$ cat src/rtl/chan_divider_pkg.sv
package chan_divider_pkg;
    typedef enum logic [2:0] {
        ST_IDLE,
        ST_HOLD,
        ST_WAIT,
        ST_HIGH,
        ST_LOW
    } div_state_e;
endpackage

$ cat src/rtl/chan_divider_sync.sv
module chan_divider_sync #(
    parameter int STAGES = 2
) (
    input  logic clk,
    input  logic rst_n,
    input  logic async_in,
    output logic sync_out
);
    generate
        if (STAGES < 2) begin : g_single
            logic flop_q;
            always_ff @(posedge clk or negedge rst_n) begin
                if (!rst_n) flop_q <= 1'b0;
                else        flop_q <= async_in;
            end
            assign sync_out = flop_q;
        end else begin : g_chain
            logic [STAGES-1:0] chain_q;
            always_ff @(posedge clk or negedge rst_n) begin
                if (!rst_n) chain_q <= '0;
                else        chain_q <= {chain_q[STAGES-2:0], async_in};
            end
            assign sync_out = chain_q[STAGES-1];
        end
    endgenerate
endmodule

$ cat src/rtl/chan_divider_fsm.sv
module chan_divider_fsm
    import chan_divider_pkg::*;
#(
    parameter int CNT_W = 4
) (
    input  logic             clk,
    input  logic             rst_n,
    input  logic             halt,
    input  logic             sync_hit,
    input  logic [CNT_W-1:0] hi_cnt,
    input  logic [CNT_W-1:0] lo_cnt,
    input  logic [CNT_W-1:0] phase,
    input  logic             start_high,
    input  logic             force_high,
    output div_state_e       state_o,
    output logic             lvl_o
);
    div_state_e       state_q, state_n;
    logic [CNT_W-1:0] cnt_q, cnt_n;

    // State register
    always_ff @(posedge clk or negedge rst_n) begin
        if (!rst_n) begin
            state_q <= ST_HOLD;
            cnt_q   <= '0;
        end else begin
            state_q <= state_n;
            cnt_q   <= cnt_n;
        end
    end

    // Next state
    always_comb begin
        state_n = state_q;
        cnt_n   = cnt_q;
        if (halt) begin
            state_n = ST_IDLE;                       // halt
        end else if (sync_hit) begin
            state_n = ST_HOLD;                       // hold
        end else begin
            unique case (state_q)
                ST_IDLE, ST_HOLD: begin              // launch
                    if (phase != '0) begin
                        state_n = ST_WAIT;
                        cnt_n   = phase - CNT_W'(1);
                    end else if (start_high) begin
                        state_n = ST_HIGH;
                        cnt_n   = hi_cnt;
                    end else begin
                        state_n = ST_LOW;
                        cnt_n   = lo_cnt;
                    end
                end
                ST_WAIT: begin                       // open
                    if (cnt_q == '0) begin
                        if (start_high) begin
                            state_n = ST_HIGH;
                            cnt_n   = hi_cnt;
                        end else begin
                            state_n = ST_LOW;
                            cnt_n   = lo_cnt;
                        end
                    end else begin
                        cnt_n = cnt_q - CNT_W'(1);
                    end
                end
                ST_HIGH: begin                       // toggle
                    if (cnt_q == '0) begin
                        state_n = ST_LOW;
                        cnt_n   = lo_cnt;
                    end else begin
                        cnt_n = cnt_q - CNT_W'(1);
                    end
                end
                ST_LOW: begin                        // toggle
                    if (cnt_q == '0) begin
                        state_n = ST_HIGH;
                        cnt_n   = hi_cnt;
                    end else begin
                        cnt_n = cnt_q - CNT_W'(1);
                    end
                end
                default: begin
                    state_n = ST_HOLD;
                    cnt_n   = '0;
                end
            endcase
        end
    end

    // Output level, registered from the next state
    always_ff @(posedge clk or negedge rst_n) begin
        if (!rst_n) begin
            lvl_o <= 1'b0;
        end else begin
            unique case (state_n)
                ST_HIGH: lvl_o <= 1'b1;
                ST_LOW:  lvl_o <= 1'b0;
                default: lvl_o <= force_high;
            endcase
        end
    end

    assign state_o = state_q;
endmodule

$ cat src/rtl/chan_divider_out.sv
module chan_divider_out (
    input  logic clk,
    input  logic rst_n,
    input  logic lvl,
    input  logic dcc_act,
    input  logic bypass,
    output logic clk_out
);
    logic stretch_q;

    always_ff @(negedge clk or negedge rst_n) begin
        if (!rst_n) stretch_q <= 1'b0;
        else        stretch_q <= lvl;
    end

    assign clk_out = bypass ? clk : (lvl | (dcc_act & stretch_q));
endmodule

$ cat src/rtl/chan_divider.sv
module chan_divider
    import chan_divider_pkg::*;
#(
    parameter int CNT_W       = 4,
    parameter int SYNC_STAGES = 2
) (
    input  logic             clk_in,
    input  logic             rst_n,
    input  logic             sync_req,
    input  logic [CNT_W-1:0] cfg_hi_cnt,
    input  logic [CNT_W-1:0] cfg_lo_cnt,
    input  logic [CNT_W-1:0] cfg_phase,
    input  logic             cfg_start_high,
    input  logic             cfg_force_high,
    input  logic             cfg_ignore_sync,
    input  logic             cfg_bypass,
    input  logic             cfg_power_down,
    input  logic             cfg_dcc_en,
    output logic             clk_out
);
    logic       sync_s;
    logic       halt;
    logic       div_lvl;
    logic       dcc_act;
    div_state_e fsm_state;

    assign halt    = cfg_power_down | cfg_bypass;
    assign dcc_act = cfg_dcc_en & (cfg_hi_cnt[0] ^ cfg_lo_cnt[0]);

    chan_divider_sync #(.STAGES(SYNC_STAGES)) u_sync (
        .clk      (clk_in),
        .rst_n    (rst_n),
        .async_in (sync_req),
        .sync_out (sync_s)
    );

    chan_divider_fsm #(.CNT_W(CNT_W)) u_fsm (
        .clk        (clk_in),
        .rst_n      (rst_n),
        .halt       (halt),
        .sync_hit   (sync_s & ~cfg_ignore_sync),
        .hi_cnt     (cfg_hi_cnt),
        .lo_cnt     (cfg_lo_cnt),
        .phase      (cfg_phase),
        .start_high (cfg_start_high),
        .force_high (cfg_force_high),
        .state_o    (fsm_state),
        .lvl_o      (div_lvl)
    );

    chan_divider_out u_out (
        .clk     (clk_in),
        .rst_n   (rst_n),
        .lvl     (div_lvl),
        .dcc_act (dcc_act),
        .bypass  (cfg_bypass),
        .clk_out (clk_out)
    );
endmodule

$ cat config.mk
export PLATFORM = sky130hd
export DESIGN_NAME = chan_divider
export DESIGN_NICKNAME = d
export VERILOG_FILES = /design/src/rtl/chan_divider_pkg.sv /design/src/rtl/chan_divider_sync.sv /design/src/rtl/chan_divider_fsm.sv /design/src/rtl/chan_divider_out.sv /design/src/rtl/chan_divider.sv
export SDC_FILE = /design/constraint.sdc
export NUM_CORES = 1
export LEC_CHECK = 0
export CAP_MARGIN = 20
export CORE_ASPECT_RATIO = 0.9
export CORE_MARGIN = 8
export CORE_UTILIZATION = 44
export DETAILED_ROUTE_END_ITERATION = 10
export HOLD_SLACK_MARGIN = 0.1
export PLACE_DENSITY = 0.87
export SLEW_MARGIN = 20
export SYNTH_ARGS = -nofsm -noshare
export SYNTH_HDL_FRONTEND = slang
export SYNTH_SLANG_ARGS = --single-unit
$ cat constraint.sdc
create_clock -name clk_in -period 1.85 [get_ports clk_in]
set_input_delay 0.4625 -clock clk_in [delete_from_list [all_inputs] [get_ports clk_in]]
set_output_delay 0.4625 -clock clk_in [all_outputs]
set_load 0.02 [all_outputs]
==> key figures, run 1 <==
Worst setup path
  • Worst setup path class: reg -> out
  • Type of origin of the critical path: flop
  • Required time worst endpoint: around 1400 ps
  • Reg2reg start: u_fsm.cnt_q[0]
  • Critical Path End Type: primary output
  • Reg-to-reg slack, setup: -30 ps
  • Max Fanout on Critical Path: 1
  • Path depth of the worst reg2reg path: 7
  • R2r endpoint: u_fsm.cnt_q[1]
  • Critical path arrival: around 2000 ps

Yosys
  • Number of synthesized flops with an enable pin: 0
  • Mapped cell area: approximately 940 µm²
  • Yosys cell types: between 40 and 50
  • Post-synth ARST share: 100%
  • Synth Area in Compound Gates: between 30% and 40%
  • Xor and xnor fraction of the mapped netlist area: under 10%
  • Synth Register Bits: 11
  • Combinational family with the most area after synthesis: compound AO/OA/AOI/OAI gates
  • Post-synth net total: approximately 130
  • Register area share after synthesis: about 29%
  • Synth Instances: 107
  • Syn Area/Cell: between 8 and 9 µm²
  • Synth warnings: 0
  • Ys flop type: dfrtp_1
  • Post-synthesis mux area share: around 6%
  • Simple-gate share of the synthesized area: a little under a quarter
  • Area share of fa/ha/maj cells after synthesis: between 3 and 4%

Drt
  • DR DRC count: 0
  • Drt total wl: 3300 µm
  • Detailed Routing Iterations Pass 1: 4
  • Avg WL per Cell: roughly 18 µm
  • Vias per cell: around 5.9
  • ANT nets after route: 0
  • Iteration-0 DRC Markers: 33
  • Via Count: about 1100

Clock network
  • TritonCTS Buffers: 3
  • H-tree Lvls: 1
  • Root Driver: clkbuf_4
  • CTS tree: built
  • Skew-Pair Late Insertion Delay: 270 ps
  • Clock buffer depth: 2
  • Clock Pin Slew Worst Setup and Hold Paths: about 70 ps

Place
  • Dpl hpwl: 2440 µm
  • Port-buffer cells: 21
  • Pre-CTS setup slack: -713 ps
  • Post-placement cell count: 176
  • Routability cong.: around 0.94

Global routing
  • First-pass GRT wire length: between 5000 and 6000 µm
  • Vias in the first global route: between 1000 and 1500
  • Largest net degree at the start of global routing: 15
  • Total GRT Usage: between 15 and 20%
  • Met1 GRT Util: roughly 17%
  • GR Layer Usage met3: 5.43%
  • Routing usage on met2: between 30% and 40%
  • Initial antenna violation count: 0
  • Gr busiest metal: met2
  • Congestion Overflow GR: 0

Cells and area
  • Most common cell after layout, fill and taps aside: buf_4
  • Antenna cell count: 0
  • Fin nets: around 180
  • Area grow syn2layout: 59.3%
  • Final non-filler cell total: ~190
  • Fraction of final layout cells sized beyond drive strength 1: about 42%
  • Most frequent cells in the layout: 28 x buf_4, 17 x clkdlybuf4s50_1, 9 x dfrtp_1
  • Final core occ: 71.6%

Run
  • Max-cap violation count: 0

Pwr
  • Clock power frac: roughly a fifth
  • Pwr Density: ~690 nW/µm²
  • Switching power: 378 µW
  • Cell Int Power: roughly 660 µW
  • Sw Share: a little over a third
  • Worst IR drop on VDD: approximately 0.64 mV
  • Design Power: 1.04 mW
  • Pleak: about 0.62 nW
  • Comb power frac: 49.7%
  • Sequential share of power: 29.0%

Timing
  • RSZ-0062 raised after global routing: yes
  • Worst-Margin Slew: approximately 550 ps
  • Setup clock skew after layout: approximately 6.3 ps
  • Max_slew headroom: between 60 and 70%
  • Max Slew Vio Count: 0
  • Endpoints failing hold: 0
  • Setup violators final: 3
  • Worst setup margin: -569 ps

Die
  • IO Pins: 22
  • Die ar.: 3890 µm²
  • FP Rows: 16
  • Core area: between 2000 and 2500 µm²
  • Die outline width: approximately 65 µm
  • Initial core utilization: between 40% and 50%
  • Die H: between 50 and 60 µm

Hold path
  • Hold Path End: u_sync.g_chain.chain_q[1]
  • HP Start: u_sync.g_chain.chain_q[0]
  • Worst hold path type: reg -> reg
  • Hold depth: 0

Outcome
  • Outcome: finished, violations left
  • Failing checks: setup timing
-- routing by layer --
| layer | share of wire [%] | wire length [µm] |
|---|---|---|
| met3 | 5.7 | 189 |
| met1 | 37 | 1220 |
| met5 | 0 | 0 |
| met2 | 54 | 1760 |
| met4 | 3.9 | 127 |
-- worst max path at each step --
stage | slack, ps | end | cells past startpoint | startpoint
2_1_floorplan | -240 | clk_out | 2 | u_out.stretch_q
3_3_place_gp | -700 | clk_out | 3 | u_out.stretch_q
3_5_place_dp | -710 | clk_out | 3 | u_out.stretch_q
4_1_cts | -580 | clk_out | 3 | u_out.stretch_q
5_1_grt | -610 | clk_out | 3 | u_out.stretch_q
6_report | -570 | clk_out | 3 | u_out.stretch_q
-- layout make-up --
class | count | area (µm²)
clock buffer | 4 | 33.8
clock inverter | 2 | 7.51
inverter | 6 | 22.5
sequential | 11 | 277
tap | 27 | 33.8
timing repair buffer | 50 | 429
fill | 164 | 597
multi-input combinational | 86 | 702
-- cell usage after synthesis, drive strengths merged (2+ instances only) --
cell	n	share of area, %
a211oi	2	1.6
a21oi	9	5.2
a221o	2	2.1
a22oi	6	5.3
and2	2	1.5
and3	2	1.9
buf	4	2.8
dfrtp	9	24
ha	3	4.0
inv	7	2.8
mux2	5	6.0
nand2	4	1.6
nand2b	2	1.3
nand3	5	2.6
nor2	7	2.8
nor3	4	2.1
nor3b	3	2.9
o211ai	3	2.4
o21ai	5	2.6
o31ai	4	3.2
or3b	2	2.1
-- flip-flops by register name, indices dropped and copies added, names as in the netlist --
name	cells
u_fsm.state_o	3
u_fsm.cnt_q	4
u_fsm.lvl_o	1
u_sync.g_chain.chain_q	2
u_out.stretch_q	1
-- logic make-up (layout without fill, tap and decap cells) --
| logic type | after synthesis | after routing |
|---|---|---|
| xor gates and xnor gates | 2 | 2 |
| adders and majority gates | 3 | 3 |
| DFF | 11 | 11 |
| buffers and inverters | 11 | 62 |
| AOI/OAI and AO/OA | 39 | 39 |
| muxes | 5 | 5 |
| and+or+nand+nor | 36 | 37 |
-- repair_timing --
action,in CTS,in global routing
resized for setup,20,11
pin swaps,5,8
setup buffers,4,1
hold buffers,0,0
endpoints found under the setup margin,5,7
cloned,1,0
-- critical path: stages (launching register included) --
cell	delay, ps
dfrtn_1	410
a311oi_2	90
a21oi_2	130
buf_6	130
-- power groups by stage --
stage | clock network, mW | logic [mW] | registers, mW
floorplan | 0.0357 | 0.203 | 0.302
global placement | 0.0548 | 0.391 | 0.294
detailed placement | 0.0548 | 0.410 | 0.298
CTS | 0.227 | 0.471 | 0.300
global route | 0.246 | 0.548 | 0.305
finish | 0.222 | 0.518 | 0.302
-- stage by stage --
stage	hold WS [ps]	setup TNS, ps	area [µm²]
2_1_floorplan	167	-238	955
3_3_place_gp	333	-2690	1360
3_5_place_dp	335	-3090	1360
4_1_cts	351	-579	1460
5_1_grt	353	-972	1510
6_report	350	-616	1510
(Power assumes the default switching activity.)
==> run 2: changes to the inputs <==
CELL_PAD_IN_SITES_DETAIL_PLACEMENT = 0   (was unset)
CELL_PAD_IN_SITES_GLOBAL_PLACEMENT = 1   (was unset)
CORE_UTILIZATION = 33   (was 44)
GPL_ROUTABILITY_DRIVEN = 0   (was unset)
SETUP_SLACK_MARGIN = 0.15   (was unset)
==> run 2 against run 1 <==
The flow still finishes with violations (setup timing). Cell count up 8.6%. Highest routed layer unchanged. Critical path depth did not move. Combinational power is 3% lower. Cell area increased by 2.3%. Largest cell class unchanged.
==> key figures, run 2 (synthesis gave the netlist of run 1 again) <==
Outcome
  • Outcome: finished, violations left
  • Failing checks: setup timing

Global routing
  • Largest net degree at the start of global routing: 15
  • Total GRT Usage: about 13%
  • Initial antenna violation count: 0
  • Vias in the first global route: between 1000 and 1500
  • Congestion Overflow GR: 0
  • First-pass GRT wire length: ~5000 µm

Pwr
  • Sequential share of power: between 20% and 30%
  • Cell Int Power: 663 µW
  • Design Power: between 1 and 1.5 mW
  • Pleak: around 0.64 nW
  • Comb power frac: around 49%
  • Clock power frac: ~22%
  • Switching power: 363 µW
  • Pwr Density: ~670 nW/µm²
  • Worst IR drop on VDD: 0.295 mV
  • Sw Share: a little over a third

Run
  • Max-cap violation count: 0

Timing
  • Hold Slack: about 360 ps
  • Setup TNS: -761 ps
  • Endpoints failing hold: 0
  • RSZ-0062 raised after global routing: yes
  • Worst setup margin: -585 ps
  • Setup violators final: 6
  • Max_slew headroom: 64.8%
  • Setup clock skew after layout: 4.87 ps
  • Max Slew Vio Count: 0
  • Worst-Margin Slew: around 530 ps

Clock network
  • Root Driver: clkbuf_4
  • CTS tree: built
  • Clock Pin Slew Worst Setup and Hold Paths: about 70 ps
  • TritonCTS Buffers: 3
  • Skew-Pair Late Insertion Delay: 280 ps
  • H-tree Lvls: 1
  • Clock buffer depth: 2

Hold path
  • Worst hold path type: reg -> reg

Drt
  • ANT nets after route: 0
  • Detailed Routing Iterations Pass 1: 4
  • Vias per cell: approximately 5.1
  • DR DRC count: 0
  • Iteration-0 DRC Markers: between 70 and 80
  • Avg WL per Cell: around 14 µm
  • Via Count: 1039
  • Drt total wl: between 2000 and 3000 µm

Cells and area
  • FILL cells: between 200 and 250
  • Final core occ: a little under three fifths
  • Fin nets: between 150 and 200
  • Final non-filler cell total: slightly above 200
  • Multi-input gate area: just under 700 µm²
  • Most frequent cells in the layout: 32 x buf_4, 17 x clkdlybuf4s50_1, 9 x dfrtp_1
  • Antenna cell count: 0
  • Max reg flops: 4
  • Reg area: 277 µm²
  • Most common cell after layout, fill and taps aside: buf_4
  • Area grow syn2layout: 63.0%
  • Fraction of final layout cells sized beyond drive strength 1: a little over two fifths
  • Reg with most FFs: u_fsm.cnt_q

Place
  • Dpl hpwl: roughly 2300 µm
  • Port-buffer cells: 21
  • Post-placement cell count: ~190

Die
  • FP Rows: 18
  • IO Pins: 22
  • Die H: ~67 µm
  • Die ar.: 4830 µm²
  • Initial core utilization: between 30% and 40%
  • Die outline width: just over 70 µm
  • Core area: roughly 2700 µm²

Worst setup path
  • Type of origin of the critical path: flop
  • Max Fanout on Critical Path: 1
  • Worst path bufs/invs: 1
  • Critical path arrival: approximately 2000 ps
  • Critical path's slowest cell: dfrtn_1
  • Worst path cell trace: a311oi_2 -> a21oi_2 -> buf_6
  • CP top delay family: flip-flops
  • CP max stage delay: approximately 410 ps
  • Worst setup path class: reg -> out
  • Required time worst endpoint: approximately 1400 ps
  • Critical Path End Type: primary output
## run 2: final cells by class
| class | instances | share of cell area, % |
|---|---|---|
| clock buffer | 4 | 2.19 |
| clock inverter | 2 | 0.487 |
| inverter | 6 | 1.46 |
| multi-input combinational | 85 | 44.8 |
| sequential | 11 | 18.0 |
| tap | 40 | 3.25 |
| timing repair buffer | 54 | 29.8 |
## run 2: what timing repair did
| item | 4_1_cts | 5_1_grt |
|---|---|---|
| setup endpoints to repair | 8 | 8 |
| setup buffers | 5 | 0 |
| resized for setup | 19 | 3 |
| hold buffers | 0 | 0 |
| pin swaps | 6 | 3 |
## run 2: worst reg2reg max path: cells and delay by family, from the launching register on
kind,cells,cell delay [ps]
and+or+nand+nor,2,630
buffers and inverters,1,90
DFF,1,400
AOI/OAI and AO/OA,3,550
adders and majority gates,1,120
## run 2: path summary, 6_finish.rpt
kind                                                start                        end  slack (ps)  cells after the start
worst max register to register             u_fsm.cnt_q[1]             u_fsm.cnt_q[1]         -50                      7
worst max-delay path                      u_out.stretch_q                    clk_out        -580                      3
worst min register to register  u_sync.g_chain.chain_q[0]  u_sync.g_chain.chain_q[1]         360                      0
max in group asynchronous                           rst_n            u_out.stretch_q         560                      1
min in group asynchronous                           rst_n  u_sync.g_chain.chain_q[1]         520                      2
worst min-delay path            u_sync.g_chain.chain_q[0]  u_sync.g_chain.chain_q[1]         360                      0
## run 2: routing by layer
metal | GRT usage [%] | share of wire (%)
met5 | 0 | 0
met4 | 3.74 | 1.1
met3 | 2.55 | 3.1
met2 | 22.4 | 52
met1 | 15.2 | 43
## run 2: power groups by stage
stage	Clock, mW	Combinational [mW]	Sequential, mW
finish	0.228	0.502	0.296
global route	0.261	0.540	0.300
CTS	0.234	0.490	0.295
detailed placement	0.0548	0.437	0.300
global placement	0.0548	0.425	0.297
floorplan	0.0357	0.220	0.304
## run 2: stage by stage
stage / setup slack (ps) / instance area (µm²)
2_1_floorplan: -238 / 982
3_3_place_gp: -703 / 1430
3_5_place_dp: -732 / 1430
4_1_cts: -604 / 1530
5_1_grt: -664 / 1540
6_report: -585 / 1540
==> run 3: changes to the inputs <==
CAP_MARGIN = 0   (was 20)
SKIP_CTS_REPAIR_TIMING = 1   (was unset)
==> run 3 against run 2 <==
The run still ends with setup timing left. Power is 3.7% higher. Routed wire length increased by 2.7%. Non-clock buffer count rose by 3. Count of clock-buffer cells in the layout unchanged. Sequential power is essentially flat. Clock skew grew 2.2 ps. Largest power group unchanged. Highest routed layer unchanged.
==> key figures, run 3 (synthesis gave the netlist of run 1 again) <==
Cells and area
  • FILL cells: roughly 220
  • Final core occ: about three fifths
  • Most common cell after layout, fill and taps aside: buf_4
  • Area grow syn2layout: 69.7%
  • Final instance area: ~1600 µm²
  • Reg with most FFs: u_fsm.cnt_q
  • Most frequent cells in the layout: 34 x buf_4, 17 x clkdlybuf4s50_1, 9 x dfrtp_1
  • Max reg flops: 4
  • Antenna cell count: 0
  • Fraction of final layout cells sized beyond drive strength 1: between 40 and 50%
  • Fin nets: 190

Die
  • Die H: roughly 67 µm
  • Die ar.: around 4800 µm²
  • Initial core utilization: ~35%
  • Die outline width: between 70 and 80 µm
  • Core area: about 2700 µm²
  • FP Rows: 18
  • IO Pins: 22

Place
  • Area after DPL: between 1000 and 1500 µm²
  • Dpl hpwl: between 2000 and 2500 µm
  • Port-buffer cells: 21

Pwr
  • Pleak: roughly 0.68 nW
  • Pwr Density: about 660 nW/µm²
  • Worst IR drop on VDD: around 0.31 mV

Worst setup path
  • Critical Path End Type: primary output
  • Type of origin of the critical path: flop
  • Reg-to-reg slack, setup: -100 ps
  • Critical path arrival: between 1500 and 2000 ps
  • Required time worst endpoint: between 1000 and 1500 ps
  • Path depth of the worst reg2reg path: 7
  • Worst setup path class: reg -> out
  • Reg2reg start: u_fsm.cnt_q[0]
  • Max Fanout on Critical Path: 1
  • R2r endpoint: u_fsm.cnt_q[1]

Outcome
  • Outcome: finished, violations left
  • Failing checks: setup timing

Drt
  • Vias per cell: ~5.2
  • DR DRC count: 0
  • Drt total wl: ~3000 µm
  • ANT nets after route: 0
  • Iteration-0 DRC Markers: 58
  • Avg WL per Cell: roughly 14 µm
  • Via Count: between 1000 and 1500
  • Detailed Routing Iterations Pass 1: 4

Hold path
  • Worst hold path type: reg -> reg
  • HP Start: u_sync.g_chain.chain_q[0]
  • Hold Path End: u_sync.g_chain.chain_q[1]
  • Hold depth: 0

Clock network
  • Skew-Pair Late Insertion Delay: 280 ps
  • TritonCTS Buffers: 3
  • Clock Pin Slew Worst Setup and Hold Paths: 80 ps
  • Root Driver: clkbuf_4
  • Clock buffer depth: 2
  • CTS tree: built
  • H-tree Lvls: 1

Global routing
  • Congestion Overflow GR: 0
  • Total GRT Usage: 12.1%
  • Vias in the first global route: 1064
  • Initial antenna violation count: 0
  • First-pass GRT wire length: 4730 µm
  • Largest net degree at the start of global routing: 15

Timing
  • Setup clock skew after layout: roughly 7 ps
  • Worst setup margin: -586 ps
  • RSZ-0062 raised after global routing: yes
  • Setup violators final: 6
  • Endpoints failing hold: 0
  • Hold Slack: between 300 and 400 ps
  • Max Slew Vio Count: 0
  • Max_slew headroom: 59.8%
  • Worst-Margin Slew: 600 ps
  • Setup TNS: -876 ps

Run
  • Max-cap violation count: 0
## run 3: final cells by class
cell class                 count  area [µm²]  area share [%]
clock buffer                   4        33.8            2.11
clock inverter                 2        7.51           0.468
inverter                       6        22.5            1.41
multi-input combinational     85         716            44.7
sequential                    11         277            17.3
tap                           40        50.0            3.12
timing repair buffer          57         497            31.0
## run 3: worst max path at each step
stage / to / cells after the start / slack (ps) / start
finish: clk_out / 3 / -590 / u_out.stretch_q
global route: clk_out / 3 / -660 / u_out.stretch_q
CTS: clk_out / 3 / -1070 / u_out.stretch_q
detailed placement: clk_out / 3 / -730 / u_out.stretch_q
global placement: clk_out / 3 / -700 / u_out.stretch_q
floorplan: clk_out / 2 / -240 / u_out.stretch_q
## run 3: worst max-delay path: stages, from the launching register on
cell      delay (ps)
dfrtn_1          410
a311oi_2          90
a21oi_2          130
buf_6            130
## run 3: routing by layer
layer	share of wire (%)	GRT usage, %
met1	42	13.9
met5	0	0
met4	1.3	4.24
met2	54	21.4
met3	2.7	3.15
## run 3: stage by stage
stage	cells	setup WS (ps)	power, mW
after floorplan	107	-238	0.559
after global placement	193	-703	0.778
after detailed placement	193	-732	0.792
after CTS	197	-1070	0.964
after global routing	205	-664	1.14
final	205	-586	1.06
## run 3: report_power, final
part	total [mW]	switching [mW]	internal (mW)
combinational	0.539	0.225	0.314
clock	0.229	0.122	0.107
sequential	0.296	0.0239	0.272
